--- config.mk ---
export PLATFORM = sky130hd
export DESIGN_NAME = pix_backend
export DESIGN_NICKNAME = d
export VERILOG_FILES = /design/src/rtl/pix_backend_pkg.sv /design/src/rtl/pbe_polarity.sv /design/src/rtl/pbe_ob_qual.sv /design/src/rtl/pbe_delay.sv /design/src/rtl/pix_backend.sv
export SDC_FILE = /design/constraint.sdc
export NUM_CORES = 1
export LEC_CHECK = 0
export BUFFER_PORTS_ARGS = -buffer_cell sky130_fd_sc_hd__buf_2
export CAP_MARGIN = 0
export CELL_PAD_IN_SITES_DETAIL_PLACEMENT = 0
export CELL_PAD_IN_SITES_GLOBAL_PLACEMENT = 1
export CORE_ASPECT_RATIO = 1.2
export CORE_MARGIN = 10
export CORE_UTILIZATION = 40
export CTS_BUF_LIST = sky130_fd_sc_hd__clkbuf_8 sky130_fd_sc_hd__clkbuf_16
export CTS_CLUSTER_SIZE = 12
export DETAILED_ROUTE_END_ITERATION = 10
export PLACE_DENSITY_LB_ADDON = 0.12
export SYNTH_ARGS = -nofsm -noshare
export SYNTH_HDL_FRONTEND = slang
export SYNTH_SLANG_ARGS = --single-unit
--- constraint.sdc ---
create_clock -name clk -period 7.5 [get_ports clk]
set_input_delay 1.5 -clock clk [delete_from_list [all_inputs] [get_ports clk]]
set_output_delay 1.5 -clock clk [all_outputs]
set_load 0.01 [all_outputs]
--- src/rtl/pix_backend_pkg.sv ---
package pix_backend_pkg;
  localparam int unsigned SMP_W = 10;
  localparam int unsigned PIPE_LAT = 9;
  localparam int unsigned OB_MIN_CYC = 10;

  typedef enum logic [1:0] {
    OUTM_DRIVE = 2'b00,
    OUTM_HIZ   = 2'b01,
    OUTM_RSV2  = 2'b10,
    OUTM_RSV3  = 2'b11
  } out_mode_e;

  typedef struct packed {
    logic smp;
    logic ob;
    logic dm;
    logic blk;
  } pulse_set_t;
endpackage

--- src/rtl/pbe_polarity.sv ---
module pbe_polarity #(
  parameter int unsigned N = 4
) (
  input  logic [N-1:0] raw,
  input  logic [N-1:0] act_high,
  output logic [N-1:0] norm
);
  for (genvar i = 0; i < N; i++) begin : g_bit
    assign norm[i] = act_high[i] ? raw[i] : ~raw[i];
  end
endmodule

--- src/rtl/pbe_ob_qual.sv ---
module pbe_ob_qual #(
  parameter int unsigned MIN_CYC = 10
) (
  input  logic clk,
  input  logic rst,
  input  logic ob_n,
  output logic ob_en,
  output logic short_flag
);
  localparam int unsigned CW = $clog2(MIN_CYC + 1);
  localparam logic [CW-1:0] CMAX = CW'(MIN_CYC);
  localparam logic [CW-1:0] CQUAL = CW'(MIN_CYC - 1);

  logic [CW-1:0] run_cnt;

  always_ff @(posedge clk) begin
    if (rst) begin
      run_cnt    <= '0;
      ob_en      <= 1'b0;
      short_flag <= 1'b0;
    end else begin
      if (ob_n) begin
        if (run_cnt != CMAX) run_cnt <= run_cnt + 1'b1;
      end else begin
        run_cnt <= '0;
      end
      ob_en <= ob_n && (run_cnt >= CQUAL);
      if (!ob_n && (run_cnt != '0) && (run_cnt < CMAX)) short_flag <= 1'b1;
    end
  end
endmodule

--- src/rtl/pbe_delay.sv ---
module pbe_delay #(
  parameter int unsigned DW  = 10,
  parameter int unsigned LAT = 9
) (
  input  logic          clk,
  input  logic          rst,
  input  logic          adv,
  input  logic [DW-1:0] din,
  output logic [DW-1:0] dout,
  output logic          vld
);
  logic [DW-1:0] stg [LAT];
  logic [LAT-1:0] vstg;

  for (genvar i = 0; i < LAT; i++) begin : g_stage
    if (i == 0) begin : g_head
      always_ff @(posedge clk) begin
        if (rst) begin
          stg[0]  <= '0;
          vstg[0] <= 1'b0;
        end else if (adv) begin
          stg[0]  <= din;
          vstg[0] <= 1'b1;
        end
      end
    end else begin : g_body
      always_ff @(posedge clk) begin
        if (rst) begin
          stg[i]  <= '0;
          vstg[i] <= 1'b0;
        end else if (adv) begin
          stg[i]  <= stg[i-1];
          vstg[i] <= vstg[i-1];
        end
      end
    end
  end

  assign dout = stg[LAT-1];
  assign vld  = vstg[LAT-1];
endmodule

--- src/rtl/pix_backend.sv ---
module pix_backend
  import pix_backend_pkg::*;
#(
  parameter int unsigned DW      = SMP_W,
  parameter int unsigned LAT     = PIPE_LAT,
  parameter int unsigned OB_MIN  = OB_MIN_CYC
) (
  input  logic          clk,
  input  logic          rst,
  input  logic [1:0]    cfg_clk_mode,
  input  logic [1:0]    cfg_out_mode,
  input  logic [DW-1:0] cfg_black,
  input  logic          smp_strobe,
  input  logic [DW-1:0] smp_data,
  input  logic          ob_pulse,
  input  logic          dm_pulse,
  input  logic          blk_pulse,
  output logic [DW-1:0] dout,
  output logic          dout_oe,
  output logic          dout_vld,
  output logic          ob_clamp_en,
  output logic          dm_clamp_en,
  output logic          blank_en,
  output logic          ob_short
);
  localparam int unsigned NP = $bits(pulse_set_t);

  pulse_set_t raw_p, act_p, nrm_p;
  logic [DW-1:0] fill_word;
  logic          blank_wins;

  assign raw_p = '{smp: smp_strobe, ob: ob_pulse, dm: dm_pulse, blk: blk_pulse};
  assign act_p = '{smp: cfg_clk_mode[1], ob: cfg_clk_mode[0],
                   dm: cfg_clk_mode[0], blk: cfg_clk_mode[0]};

  pbe_polarity #(.N(NP)) u_pol (
    .raw      (raw_p),
    .act_high (act_p),
    .norm     (nrm_p)
  );

  assign blank_wins = nrm_p.blk & ~nrm_p.dm;
  assign fill_word  = blank_wins ? cfg_black : smp_data;

  pbe_delay #(.DW(DW), .LAT(LAT)) u_dly (
    .clk  (clk),
    .rst  (rst),
    .adv  (nrm_p.smp),
    .din  (fill_word),
    .dout (dout),
    .vld  (dout_vld)
  );

  pbe_ob_qual #(.MIN_CYC(OB_MIN)) u_obq (
    .clk        (clk),
    .rst        (rst),
    .ob_n       (nrm_p.ob),
    .ob_en      (ob_clamp_en),
    .short_flag (ob_short)
  );

  always_ff @(posedge clk) begin
    if (rst) begin
      dout_oe     <= 1'b1;
      dm_clamp_en <= 1'b0;
      blank_en    <= 1'b0;
    end else begin
      dout_oe     <= (out_mode_e'(cfg_out_mode) != OUTM_HIZ);
      dm_clamp_en <= nrm_p.dm;
      blank_en    <= blank_wins;
    end
  end
endmodule

* Yosys cells after proc, flatten, opt, wreduce, memory -nomap -nowiden
Memory sizes are Yosys's and may differ from the RTL's. Cells that the tools add are included.
Word-level totals: RAM bits 90, output and inout port bits 16, register bits 18, memories 1
Cells by class: magnitude comparators 2, reduce and logical (&&, ||, !) cells 6, equality and inequality tests 2, $add $sub $neg 1, muxes and demuxes 19, bitwise operators 16
Memory list:
- u_dly.stg | depth 9, width 10, read ports 9, clocked after Yosys merged registers in 0, write ports 9, line pbe_delay.sv:12 | logic [DW-1:0] stg [LAT];
Operators with widths (count):
- 2-to-1 mux 10 bit | 10
- 2-to-1 mux 1 bit | 9
- bitwise OR 1 bit | 9
- inverter 1 bit | 6
- adder 4 x 1 -> 4 bit, second input constant | 1
- greater-or-equal comparator 4 bit, second input constant | 1
- < comparator 4 bit, second input constant | 1
- inequality test 4 bit, second input constant | 1
- nonzero test 4 bit | 1
- logical AND 1 bit | 3
- inequality test 2 x 1 -> 1 bit, second input constant | 1
- OR reduction 2 bit | 1
- AND 1 bit | 1
- zero test 1 bit | 1

* Longest topological paths before layout
depth after elaboration 6, mapped depth 6, depth with buffers taken out 5

* Hierarchy
From an unflattened synthesis, not the netlist that was laid out.
Second synthesis, totals: cells, all modules 275, area total of the unflattened synthesis 4221.5 um^2
Modules (own cells, without submodules):
- pbe_delay | area each 3637.2 um^2, cells an instance 221, sequential area each 2882.8 um^2, times used 1
- pbe_ob_qual | area each 299.0 um^2, cells an instance 32, sequential area each 120.1 um^2, times used 1
- pix_backend | area each 250.2 um^2, cells an instance 18, sequential area each 60.1 um^2, times used 1
- pbe_polarity | area each 35.0 um^2, cells an instance 4, sequential area each 0.0 um^2, times used 1

* Least setup slack after synthesis
OpenSTA, ideal clock, no wires.
path kind input port to flip-flop, start point in cfg_clk_mode[1], end point mem u_dly.stg[0][0] (enable), stages on the path 3, buffers on the path 0, setup slack 3.483 ns, data arrival time 3.573 ns, library setup time 0.443 ns, required time 7.057 ns, cells stage by stage xnor2_2 > nor2_1 > inv_1
RTL lines:
- from (decl) | line pix_backend.sv:10 | input logic [1:0] cfg_clk_mode,
- to (decl) | line pbe_delay.sv:12

==> flow_summary.json <==
{
  "cts_max_path_buffers": 2,
  "drt_iter0_markers": 137,
  "place_ws_ns": 4.163,
  "clk_pin_slew_ns": 0.06,
  "ir_worst_vdd_mv": 0.09885,
  "power.density_nw_per_um2": 258.1,
  "combPwrFrac_pct": 6.2,
  "core_um2": 10470,
  "dr.pass1.iters": 4,
  "hold_depth": 1,
  "syn2layout_area_growth_pct": 13.85,
  "grt_pass1_vias": 2268,
  "route.detailed.drc": 0,
  "layout-drive-gt1-share_pct": 25.23,
  "dieArea_um2": 15180,
  "hp-class": "reg2reg",
  "synth_area_um2": 4254,
  "route.vias.total": 2150,
  "viasPerCell": 4.654,
  "die_w_um": 114.1,
  "dpl-instance-area_um2": 4554,
  "routed_wl_um": 5770,
  "cp-end-kind": "flip-flop",
  "syn_area_per_cell_um2": 14.87,
  "layout_commonest_cell": "edfxtp_1",
  "switchingPower_w": 0.0002477,
  "nFillCells": 983,
  "numPortBuffers": 45,
  "postCtsResizedCells": 0,
  "post-place-cells": 446,
  "cts_sinks": 108,
  "setup_viol": 0,
  "cp_data_arrival_time_ns": 2.91,
  "rsz0062_at_grt": "false",
  "synth-async-reset-ratio_pct": 0,
  "design_area_um2": 4843,
  "gpl.final_weighted_congestion": 0.6521,
  "power.leakage_nw": 1.966,
  "maxSlewHeadroom_pct": 26.04,
  "grt_util_all_layers_pct": 8.086,
  "io_pins": 46,
  "power.internal_w": 0.001002,
  "ys_seq_elements": 108,
  "postRouteAntennaNets": 0,
  "nets": 363,
  "die_h_um": 133.0,
  "slew_viol_final": 0,
  "cts_hold_buf": 0,
  "finalHoldViolCount": 0,
  "cp_cell_sequence": "buf_2, xnor2_2, nor2_1, clkinv_2, buf_4",
  "r2r-end": "u_obq.run_cnt[1]$_SDFFE_PP0N_",
  "switching_share_pct": 19.81,
  "ys_seq_area_share_pct": 72.00,
  "numCtsBuffers": 9,
  "rows": 41,
  "min_to": "u_dly.vld$_SDFFE_PP0P_",
  "fin_ws_ns": 4.541,
  "maxCapViolations": 0,
  "final_cell_mix": "edfxtp_1 (90), and2_1 (60), buf_2 (45)",
  "reg2reg_depth": 5,
  "cts_tree": "yes",
  "whs_ns": 0.4726,
  "reg2reg_slack_ns": 6.23,
  "root_buffer": "clkbuf_16",
  "drt-wirelength-per-cell_um": 12.49,
  "startpoint_type": "input port",
  "r2r_start": "u_obq.run_cnt[0]$_SDFFE_PP0N_",
  "ys_warn_count": 0,
  "required_ns": 7.45,
  "grt_pass1_wl_um": 9984,
  "instances_no_fill": 462,
  "path_class": "in2reg",
  "crit_start": "cfg_clk_mode[1]",
  "hp-start": "u_dly.vld$_SDFFE_PP0P_",
  "period_share_pct": 39.46,
  "syn_nets": 321,
  "ys.flop_type": "edfxtp_1",
  "syn_inst": 286,
  "ys_types": 29,
  "tightestPinTransition_ns": 1.109,
  "synth-edff-count": 90,
  "p_seq_share_pct": 57.5,
  "tns_ns": 0,
  "h-tree-depth": 3,
  "fmax_mhz": 337.9,
  "cts_setup_buffers": 0,
  "critical-path-slowest-cell": "buf_4",
  "pwr-share-clk_pct": 36.3,
  "num_antenna_cells": 0,
  "outcome": "finished clean",
  "crit_path_max_fanout": 90,
  "slowest_delay_ns": 0.80,
  "post-dp-hpwl_um": 3332,
  "finClkSkew_ns": 0.004060,
  "clk_latency_ns": 0.33,
  "min_period_ns": 2.959,
  "start_util_pct": 40.65,
  "grt_start_max_net_pins": 91,
  "overflow": 0,
  "antenna_found_initial": 0
}
==> cell families after synthesis <==
logic type	Yosys count	share of synthesized area, %
xor gates and xnor gates	5	1.206
adders and majority gates	5	1.471
DFF	108	72.00
and+or+nand+nor	111	17.12
muxes	1	0.2353
AOI/OAI and AO/OA	35	5.118
buffers and inverters	21	2.853
==> power groups by stage <==
stage	Clock, W	Combinational, W	Sequential [W]
2_1_floorplan	0	0.0000551	0.000735
3_3_place_gp	0	0.0000795	0.000731
3_5_place_dp	0	0.0000810	0.000732
4_1_cts	0.000474	0.0000815	0.000719
5_1_grt	0.000488	0.0000898	0.000724
6_report	0.000453	0.0000780	0.000719
==> sequential cells by signal, summed over array words and instances, names as in the netlist <==
register          cells
blank_en              1
dm_clamp_en           1
dout_oe               1
u_dly.stg            90
u_dly.vld             1
u_dly.vstg            8
u_obq.ob_en           1
u_obq.run_cnt         4
u_obq.short_flag      1
==> routing by layer <==
layer  wire length, µm  global-route usage (%)  share of wire, %  up-vias
met2              2750                   13.37                48       49
met5                 0                       0                 0        -
met4               154                   5.439               2.7        0
met1              2560                   8.369                44     1002
li1                  -                       -                 -     1089
met3               305                   2.849               5.3       10
==> worst max-delay path by stage <==
stage	endpoint	slack, ns	cells after the start
after floorplan	u_dly.stg[0][0]$_SDFFCE_PN0P_	3.48	3
after CTS	u_dly.stg[4][9]$_SDFFCE_PN0P_	4.52	5
after global placement	u_dly.stg[8][9]$_SDFFCE_PN0P_	4.18	5
after global routing	u_dly.stg[7][9]$_SDFFCE_PN0P_	4.42	5
final	u_dly.stg[3][1]$_SDFFCE_PN0P_	4.54	5
after detailed placement	u_dly.stg[8][9]$_SDFFCE_PN0P_	4.16	5
==> critical path: cells and delay by family <==
| family | cells | cell delay (ns) |
|---|---|---|
| XOR/XNOR | 1 | 0.18 |
| buffers and inverters | 3 | 0.97 |
| AND/OR/NAND/NOR | 1 | 0.17 |
==> Yosys cell counts, types with 2 or more instances <==
library cell / number / area (µm²)
a22o_1: 8 / 70.07
a21oi_1: 12 / 60.06
nand2_1: 2 / 7.510
buf_6: 4 / 45.04
dfxtp_1: 18 / 360.4
inv_1: 5 / 18.77
xnor2_1: 3 / 26.28
ha_1: 5 / 62.56
nand3b_1: 3 / 22.52
nor2_1: 8 / 30.03
nand2b_1: 3 / 18.77
o21ai_0: 11 / 55.05
edfxtp_1: 90 / 2703
and2_1: 60 / 375.4
nand3_1: 11 / 55.05
clkbuf_2: 6 / 30.03
clkbuf_1: 2 / 7.510
a211oi_1: 2 / 15.01
and2_4: 20 / 175.2
buf_2: 4 / 20.02
==> through the flow <==
| step | total power, W | utilization [%] |
|---|---|---|
| after CTS | 0.001274 | 46.28 |
| after global routing | 0.001301 | 46.28 |
| after detailed placement | 0.0008134 | 43.52 |
| final | 0.001250 | 46.28 |
| after floorplan | 0.0007898 | - |
| after global placement | 0.0008107 | 43.52 |
==> area by class of cell <==
class                           instances  area (µm²)  share of cell area [%]
Sequential cell                       108        3063                   63.24
Multi-Input combinational cell        157        1070                   22.09
Timing Repair Buffer                   47       240.2                   4.960
Clock buffer                           10       239.0                   4.934
Tap cell                              129       161.4                   3.332
Clock inverter                          6       50.05                   1.033
Inverter                                5       20.02                  0.4133
(Power assumes the default switching activity.)
